[src/rtl/lsa_pkg.sv]
package lsa_pkg;

  // Frame sequencer states
  typedef enum logic {
    SEQ_IDLE = 1'b0,
    SEQ_SCAN = 1'b1
  } seq_state_t;

endpackage

[src/rtl/lsa_clkgen.sv]
// Sensor clock divider: toggles every `half` system cycles while run is high.
module lsa_clkgen #(
  parameter int DIV_W = 8
) (
  input  logic             clk,
  input  logic             rst,
  input  logic             run,
  input  logic [DIV_W-1:0] half,
  output logic             sclk,
  output logic             rise_ev,
  output logic             fall_ev
);

  logic [DIV_W-1:0] div_q;
  logic             sclk_q;
  logic             tick;

  assign tick    = run && (div_q >= (half - 1'b1));
  assign rise_ev = tick && !sclk_q;
  assign fall_ev = tick && sclk_q;
  assign sclk    = sclk_q;

  always_ff @(posedge clk) begin
    if (rst) begin
      div_q  <= '0;
      sclk_q <= 1'b0;
    end else if (!run) begin
      div_q  <= '0;
      sclk_q <= 1'b0;
    end else if (tick) begin
      div_q  <= '0;
      sclk_q <= ~sclk_q;
    end else begin
      div_q  <= div_q + 1'b1;
    end
  end

endmodule

[src/rtl/lsa_sequencer.sv]
// Frame sequencer: start pulse, rise counting, frame end, per-frame settings.
module lsa_sequencer
  import lsa_pkg::*;
#(
  parameter int NPIX         = 128,
  parameter int DIV_W        = 8,
  parameter int INT_W        = 20,
  parameter int SET_W        = 8,
  parameter int MIN_HALF_DIV = 10,
  parameter int CNT_W        = 21
) (
  input  logic             clk,
  input  logic             rst,
  input  logic             start,
  input  logic             continuous,
  input  logic [DIV_W-1:0] half_div,
  input  logic [INT_W-1:0] idle_clks,
  input  logic [SET_W-1:0] settle_dly,
  input  logic             rise_ev,
  input  logic             fall_ev,
  output logic             run,
  output logic             si,
  output logic             frame_done,
  output logic [DIV_W-1:0] half_q,
  output logic [SET_W-1:0] settle_q,
  output logic [CNT_W-1:0] rise_num
);

  localparam logic [DIV_W-1:0] MIN_H   = DIV_W'(MIN_HALF_DIV);
  localparam logic [CNT_W-1:0] DONE_AT = CNT_W'(NPIX + 1);
  localparam int               XW      = (SET_W > DIV_W + 1) ? SET_W : DIV_W + 1;

  seq_state_t       state_q;
  logic [CNT_W-1:0] cnt_q;
  logic [CNT_W-1:0] last_q;
  logic             si_q;
  logic             fd_q;

  // clamped settings, captured when the start pulse is raised
  logic [DIV_W-1:0] half_eff;
  logic [SET_W-1:0] settle_eff;
  logic [CNT_W-1:0] last_eff;
  logic [DIV_W:0]   lim;
  logic [XW-1:0]    s_x;
  logic [XW-1:0]    l_x;
  logic [INT_W-1:0] idle_eff;

  always_comb begin
    half_eff = (half_div < MIN_H) ? MIN_H : half_div;
    lim      = {half_eff, 1'b0} - 1'b1;
    s_x      = XW'(settle_dly);
    l_x      = XW'(lim);
    if (s_x == '0)       settle_eff = SET_W'(1);
    else if (s_x > l_x)  settle_eff = SET_W'(l_x);
    else                 settle_eff = settle_dly;
    idle_eff = (idle_clks == '0) ? INT_W'(1) : idle_clks;
    last_eff = DONE_AT + CNT_W'(idle_eff);
  end

  assign rise_num   = cnt_q + 1'b1;
  assign run        = (state_q == SEQ_SCAN);
  assign si         = si_q;
  assign frame_done = fd_q;

  always_ff @(posedge clk) begin
    if (rst) begin
      state_q  <= SEQ_IDLE;
      cnt_q    <= '0;
      last_q   <= DONE_AT + 1'b1;
      si_q     <= 1'b0;
      fd_q     <= 1'b0;
      half_q   <= MIN_H;
      settle_q <= SET_W'(1);
    end else begin
      fd_q <= 1'b0;
      case (state_q)
        SEQ_IDLE: begin
          if (start) begin
            state_q  <= SEQ_SCAN;
            si_q     <= 1'b1;
            cnt_q    <= '0;
            half_q   <= half_eff;
            settle_q <= settle_eff;
            last_q   <= last_eff;
          end
        end
        default: begin
          if (rise_ev) begin
            cnt_q <= rise_num;
            if (rise_num == DONE_AT) fd_q <= 1'b1;
          end
          if (fall_ev) begin
            if (cnt_q == CNT_W'(1)) si_q <= 1'b0;
            if (cnt_q == last_q) begin
              if (continuous) begin
                si_q     <= 1'b1;
                cnt_q    <= '0;
                half_q   <= half_eff;
                settle_q <= settle_eff;
                last_q   <= last_eff;
              end else begin
                state_q  <= SEQ_IDLE;
              end
            end
          end
        end
      endcase
    end
  end

endmodule

[src/rtl/lsa_strobe.sv]
// Places one converter strobe a settle delay after each pixel-presenting rise.
module lsa_strobe #(
  parameter int NPIX  = 128,
  parameter int SET_W = 8,
  parameter int CNT_W = 21,
  parameter int PIX_W = 7
) (
  input  logic             clk,
  input  logic             rst,
  input  logic             rise_ev,
  input  logic [CNT_W-1:0] rise_num,
  input  logic [SET_W-1:0] settle,
  output logic             adc_sample,
  output logic [PIX_W-1:0] pixel_index
);

  localparam logic [CNT_W-1:0] LAST_PIX = CNT_W'(NPIX);

  logic [SET_W-1:0] dcnt_q;
  logic             armed_q;
  logic             adc_q;
  logic [PIX_W-1:0] pix_q;
  logic             pix_rise;

  assign pix_rise    = rise_ev && (rise_num <= LAST_PIX);
  assign adc_sample  = adc_q;
  assign pixel_index = pix_q;

  always_ff @(posedge clk) begin
    if (rst) begin
      dcnt_q  <= '0;
      armed_q <= 1'b0;
      adc_q   <= 1'b0;
      pix_q   <= '0;
    end else begin
      adc_q <= 1'b0;
      if (armed_q) begin
        dcnt_q <= dcnt_q - 1'b1;
        if (dcnt_q == SET_W'(1)) begin
          adc_q   <= 1'b1;
          armed_q <= 1'b0;
        end
      end
      if (pix_rise) begin
        pix_q   <= PIX_W'(rise_num - 1'b1);
        dcnt_q  <= settle;
        armed_q <= 1'b1;
      end
    end
  end

endmodule

[src/rtl/lsa_timing_ctrl.sv]
module lsa_timing_ctrl #(
  parameter int NPIX         = 128,
  parameter int DIV_W        = 8,
  parameter int INT_W        = 20,
  parameter int SET_W        = 8,
  parameter int MIN_HALF_DIV = 10
) (
  input  logic                    clk,
  input  logic                    rst,
  input  logic                    start,
  input  logic                    continuous,
  input  logic [DIV_W-1:0]        half_div,
  input  logic [INT_W-1:0]        idle_clks,
  input  logic [SET_W-1:0]        settle_dly,
  output logic                    sensor_clk,
  output logic                    sensor_si,
  output logic                    adc_sample,
  output logic [$clog2(NPIX)-1:0] pixel_index,
  output logic                    frame_done
);

  localparam int PIX_W = $clog2(NPIX);
  localparam int CNT_W = $clog2(NPIX + 2 + (1 << INT_W));

  logic             run;
  logic             rise_ev;
  logic             fall_ev;
  logic [DIV_W-1:0] half_q;
  logic [SET_W-1:0] settle_q;
  logic [CNT_W-1:0] rise_num;

  lsa_sequencer #(
    .NPIX(NPIX), .DIV_W(DIV_W), .INT_W(INT_W), .SET_W(SET_W),
    .MIN_HALF_DIV(MIN_HALF_DIV), .CNT_W(CNT_W)
  ) u_seq (
    .clk(clk), .rst(rst), .start(start), .continuous(continuous),
    .half_div(half_div), .idle_clks(idle_clks), .settle_dly(settle_dly),
    .rise_ev(rise_ev), .fall_ev(fall_ev), .run(run), .si(sensor_si),
    .frame_done(frame_done), .half_q(half_q), .settle_q(settle_q),
    .rise_num(rise_num)
  );

  lsa_clkgen #(.DIV_W(DIV_W)) u_clk (
    .clk(clk), .rst(rst), .run(run), .half(half_q),
    .sclk(sensor_clk), .rise_ev(rise_ev), .fall_ev(fall_ev)
  );

  lsa_strobe #(.NPIX(NPIX), .SET_W(SET_W), .CNT_W(CNT_W), .PIX_W(PIX_W)) u_stb (
    .clk(clk), .rst(rst), .rise_ev(rise_ev), .rise_num(rise_num),
    .settle(settle_q), .adc_sample(adc_sample), .pixel_index(pixel_index)
  );

endmodule

[config.mk]
export PLATFORM = sky130hd
export DESIGN_NAME = lsa_timing_ctrl
export DESIGN_NICKNAME = d
export VERILOG_FILES = /design/src/rtl/lsa_pkg.sv /design/src/rtl/lsa_clkgen.sv /design/src/rtl/lsa_sequencer.sv /design/src/rtl/lsa_strobe.sv /design/src/rtl/lsa_timing_ctrl.sv
export SDC_FILE = /design/constraint.sdc
export NUM_CORES = 1
export LEC_CHECK = 0
export ABC_AREA = 1
export BUFFER_PORTS_ARGS = -buffer_cell sky130_fd_sc_hd__buf_2
export CORE_AREA = 2 2 138 140
export CTS_CLUSTER_SIZE = 8
export DETAILED_ROUTE_END_ITERATION = 8
export DIE_AREA = 0 0 140 142
export GPL_TIMING_DRIVEN = 0
export PLACE_DENSITY = 0.52
export SKIP_CTS_REPAIR_TIMING = 1
export SLEW_MARGIN = 40
export SYNTH_ARGS = -nofsm -noshare
export SYNTH_HDL_FRONTEND = slang
export SYNTH_HIERARCHICAL = 1
export SYNTH_SLANG_ARGS = --single-unit
[constraint.sdc]
create_clock -name clk -period 3.51 [get_ports clk]
set_clock_uncertainty 0.2 [all_clocks]
set_input_delay 0.702 -clock clk [delete_from_list [all_inputs] [get_ports clk]]
set_output_delay 0.702 -clock clk [all_outputs]
set_load 0.05 [all_outputs]
==> results of run 1 <==
==> stage by stage <==
stage	setup WS, ns	hold WS, ns	instances	util (%)	TNS [ns]
finish	0.217	0.247	1282	39.4	0
global route	-0.000814	0.254	1282	39.4	-0.000814
CTS	-0.192	0.249	1275	38.5	-1.20
detailed placement	-0.483	0.239	1259	37.0	-3.57
global placement	-0.466	0.232	1259	37.0	-3.46
floorplan	0.189	0.224	975	-	0
==> logic make-up after synthesis <==
family	count (synthesis)
and+or+nand+nor	486
buffers and inverters	187
AOI/OAI and AO/OA	134
DFF	87
xor gates and xnor gates	55
adders and majority gates	26
==> critical path, cell delays in order <==
cell and delay, ns:
buf_2 0.14, nor2_4 0.13, nand2_2 0.08, inv_2 0.06
nand2_2 0.05, inv_2 0.05, nor2_1 0.06, inv_1 0.08
ha_2 0.17, inv_2 0.05, nor2_4 0.13, nand3_2 0.10
xnor2_2 0.22, inv_2 0.06, ha_4 0.26, and3_4 0.18
nand2_1 0.06, nand2_2 0.09, nand3_4 0.10, buf_6 0.15
o21ai_1 0.17, nor2_1 0.08, nor2_1 0.08, nor2_1 0.04
==> flip-flops by register name (all words and copies together) (netlist names), 7 cells and up <==
name / cells
u_clk/div_q: 8
u_seq/cnt_q: 21
u_seq/half_q: 8
u_seq/last_q: 21
u_seq/settle_q: 8
u_stb/dcnt_q: 8
u_stb/pixel_index: 7
==> power by group <==
group          leakage (nW)  total [mW]  switching (mW)  internal, mW
Sequential            0.708        1.07          0.0377          1.04
Combinational          2.57       0.479           0.295         0.184
Clock                 0.138       0.925           0.430         0.496
Total                  3.42        2.48           0.762          1.71
==> layer usage <==
layer  wire (um)  global-route usage [%]
met1        8890                    26.2
met2        7490                    27.9
met3         789                    2.73
met4         257                    5.48
met5           0                       0
==> path summary, 6_finish.rpt <==
path | endpoint | cells after the start
worst max-delay path | u_seq/settle_q[3] | 24
worst min-delay path | u_stb/pixel_index[0] | 2
worst min register to register | u_stb/pixel_index[0] | 2
worst max register to register | u_seq/frame_done | 21
==> area by class of cell <==
class / count / share of cell area [%]
multi-input combinational: 701 / 53.3
tap: 234 / 4.03
timing repair buffer: 57 / 4.22
inverter: 155 / 8.06
sequential: 87 / 24.0
clock buffer: 10 / 3.29
buffer: 32 / 2.67
clock inverter: 6 / 0.499
==> cells in the final DEF (no fill, tap or decap), types with 19 or more instances in the layout <==
master   count
nand2_1    220
nand3_1     51
inv_1      139
dfxtp_1     87
xor2_1      37
o21a_1      19
nand4_1     35
o21ai_0     31
nor2_1     112
a21oi_1     51
buf_2       61
ha_1        24
==> run metrics, run 1 <==
EDFF count, synth 0; Placeable Area around 0.018 mm2; startpoint class of the critical path input pin; Slew @ Worst Pin approximately 0.6 ns; DR vias 6077; I/O Buffers 50; root buffer selected by CTS clkbuf_16; 1st-iter DRT viols roughly 300; top-count cell post-synth nand2_1; I/O pins 51; cell count after synthesis 975; routed len/inst approximately 14 um; CTS tree built; Synth Flop Type dfxtp_1; Post-DP HPWL 13700 um; CTS sink count 87; first-pass GRT wire length 28700 um; Synth top area share between 20 and 30%; Worst Hold Class reg2reg; Arrival @ worst endpoint around 3.3 ns; critical path peak fanout 5; sequential fraction of the synthesis area 27.7%; Max rail drop VDD 0.208 mV; Syn Nets ~1000; Post-Route WL 17400 um; Total GRT Usage between 10% and 20%; n_diodes 0; failing checks DRC; layout cells sized above 1 16.2%; largest family of logic cells by synthesized area simple AND/OR/NAND/NOR gates; Finish-stage setup viols 0; Fmax 0.304 GHz; Pins Over Slew Limit 0; mux share of post-synthesis cell area 0%; ANT nets after route 0; final hold vios 0; Req. time, crit path 3.53 ns; P_leak 3.42 nW; GRT Residual Overflow 0; post-layout min period 3.29 ns; die area around 0.02 mm2; die width approximately 140 um; Num CTS Buffers 9; footprint of the multi-input gates 0.00387 mm2; Unique masters post-synth 45; Nets 1109; top post-synthesis cells by area dfxtp_1, nand2_1, inv_1, nor2_1, ha_1; final clock period utilization by the worst path 93.8%; FFs w/ async S/R, synth 0%; finished layout cell area approximately 0.0073 mm2; max capacitance violation total 0; Seq. cell area 0.00174 mm2; Slew HR 60.8%; syn_area_per_cell between 6 and 7 um2; pwr dens approximately 340 mW/mm2; post-route DRC violation count 2; outcome complete, but fails checks; vias in the first global route 5542; synthesized flop and latch total 87; worst skew pair latency ~0.36 ns; H-tree levels 3; GP Congestion approximately 0.89; clock tree buffer depth 2; DRT Pass-1 Iters 7; critical path type in2reg; initial antenna violation count 0; simple-gate share of the synthesized area a little over a third; Compound-Gate Fraction of Synth Area between 10% and 20%; row count 50; Worst R2R Start u_seq/half_q[0]; Via-to-Cell Ratio 4.74; Starting Density 34.1%; final-layout fill cell count 2011; synthesis warning total 6; Die Y about 140 um; Setup crit start half_div[4]; post-synthesis instance area 0.00629 mm2; cell accounting for the most synthesized area dfxtp_1; Worst setup EP type flip-flop; Overall Power 2.48 mW; Reg clk slew, reported paths 0.07 ns; DP Area 0.00684 mm2; reg2reg setup slack between 0.2 and 0.3 ns; XOR/XNOR Fraction of Synth Area 7.65%; top post-synthesis cells by count nand2_1, inv_1, nor2_1; largest net degree at the start of global routing 15; Synth Area in Adders 5.17%; synthesis-to-finish area growth 15.5%; critical hold path startpoint u_stb/pixel_index[0]
(Power assumes the default switching activity.)
==> run 2, diff against run 1 <==
--- a/config.mk
+++ b/config.mk
@@ -8,6 +8,7 @@
 export ABC_AREA = 1
 export BUFFER_PORTS_ARGS = -buffer_cell sky130_fd_sc_hd__buf_2
 export CORE_AREA = 2 2 138 140
+export CTS_BUF_LIST = sky130_fd_sc_hd__clkbuf_8
 export CTS_CLUSTER_SIZE = 8
 export DETAILED_ROUTE_END_ITERATION = 8
 export DIE_AREA = 0 0 140 142
==> run 2 against run 1 <==
The run still ends with DRC left. Critical endpoint is now u_seq/settle_q[4]. Highest routed layer unchanged. Cell count stayed put. Flip-flop and latch count stayed put. Sequential power hardly changed.
==> run metrics, run 2 (synthesis gave the netlist of run 1 again) <==
post-route DRC violation count 2; layout cells sized above 1 between 10% and 20%; critical path type in2reg; final hold vios 0; outcome complete, but fails checks; 1st-iter DRT viols 332; setup TNS 0 ns; row count 50; worst hold slack roughly 0.25 ns; Worst setup EP type flip-flop; root buffer selected by CTS clkbuf_8; DP Area 0.00684 mm2; P_leak 3.37 nW; Setup crit start half_div[4]; finished layout cell area 0.00716 mm2; Pins Over Slew Limit 0; reg2reg end u_seq/frame_done; Slew @ Worst Pin around 0.59 ns; DRT met1 WL 8790 um; Slew HR 61.0%; Overall Power 2.22 mW; critical path's largest stage delay 0.26 ns; failing checks DRC; initial antenna violation count 0; Via-to-Cell Ratio roughly 4.7; GP Congestion 0.891; Starting Density around a third; highest routed layer met4; I/O pins just over 50; Worst Hold Class reg2reg; pwr dens 310 mW/mm2; synthesis-to-finish area growth 13.8%; final cell count without fillers around 1300; Max rail drop VDD 0.147 mV; I/O Buffers 50; die area 0.0199 mm2; startpoint class of the critical path input pin; most frequent cells in the layout nand2_1, inv_1, nor2_1; placed cells 1259; Worst path most repeated cell nor2_1; CTS tree built; Met2 Wirelength 7430 um; die width roughly 140 um; Arrival @ worst endpoint 3.40 ns; met3 wire len 790 um; Post-Route WL 17300 um; Post-DP HPWL between 10000 and 15000 um; FF-to-FF path depth 21; Top delay family on crit path simple AND/OR/NAND/NOR gates; H-tree levels 3; Finish-stage setup viols 0; Total GRT Usage 18.0%; clock tree buffer depth 2; CP max stage cell ha_4; GRT Residual Overflow 0; post-layout min period 3.29 ns; Nets 1109; first-pass GRT wire length 28500 um; Reg clk slew, reported paths 0.10 ns; Num CTS Buffers 9; Setup crit end u_seq/settle_q[4]; vias in the first global route 5529; DR vias 6073; Crit path buffers/inverters 7; critical path peak fanout 5; most common cell after layout, fill and taps aside nand2_1; largest net degree at the start of global routing 15; Req. time, crit path approximately 3.6 ns; Worst R2R Start u_seq/half_q[0]; Placeable Area 0.0185 mm2; DRT Pass-1 Iters 7; routed len/inst approximately 13 um; worst skew pair latency 0.38 ns; ANT nets after route 0; reg2reg setup slack 0.28 ns; final clock period utilization by the worst path between 90% and 100%; CP Depth 25; Die Y around 140 um; max capacitance violation total 0; n_diodes 0; CTS sink count 87; top flop regs u_seq/cnt_q (21), u_seq/last_q (21); Fmax about 0.30 GHz
run 2: cell counts in the layout (fill, tap and decap cells not counted):
Identical to the previous run, type by type.
run 2: worst min-delay path, stage by stage (launching register included):
cell	delay (ns)
dfxtp_1	0.32
inv_1	0.05
a21oi_1	0.05
run 2: final cells by class:
| type | count | area (um2) |
|---|---|---|
| timing repair buffer | 57 | 307 |
| buffer | 32 | 195 |
| fill | 2029 | 11300 |
| multi-input combinational | 701 | 3870 |
| sequential | 87 | 1740 |
| tap | 234 | 293 |
| inverter | 155 | 586 |
| clock inverter | 6 | 36.3 |
| clock buffer | 10 | 138 |
run 2: stage by stage:
stage                     utilization [%]  worst slack (ns)
final                                38.8             0.217
after global routing                 38.8          -0.00971
after global placement               37.0            -0.466
after CTS                            38.0            -0.184
after detailed placement             37.0            -0.483
after floorplan                         -             0.189
run 2: worst min path at each step:
stage	from	end	cells past startpoint
final	u_stb/pixel_index[0]	u_stb/pixel_index[0]	2
after global routing	u_stb/pixel_index[0]	u_stb/pixel_index[0]	2
after CTS	u_stb/pixel_index[0]	u_stb/pixel_index[0]	2
after detailed placement	u_stb/pixel_index[0]	u_stb/pixel_index[0]	2
after global placement	u_stb/pixel_index[1]	u_stb/pixel_index[1]	2
after floorplan	u_seq/half_q[0]	u_seq/half_q[0]	2
run 2: power by group:
group / internal [mW] / switching [mW]
Sequential: 1.03 / 0.0378
Clock: 0.273 / 0.396
Combinational: 0.184 / 0.295
Total: 1.49 / 0.728
run 2: per-layer routing:
| layer | track usage, % | vias to the layer above |
|---|---|---|
| met3 | 2.52 | 18 |
| met1 | 26.3 | 2679 |
| li1 | - | 3248 |
| met5 | 0 | - |
| met2 | 27.7 | 128 |
| met4 | 4.78 | 0 |
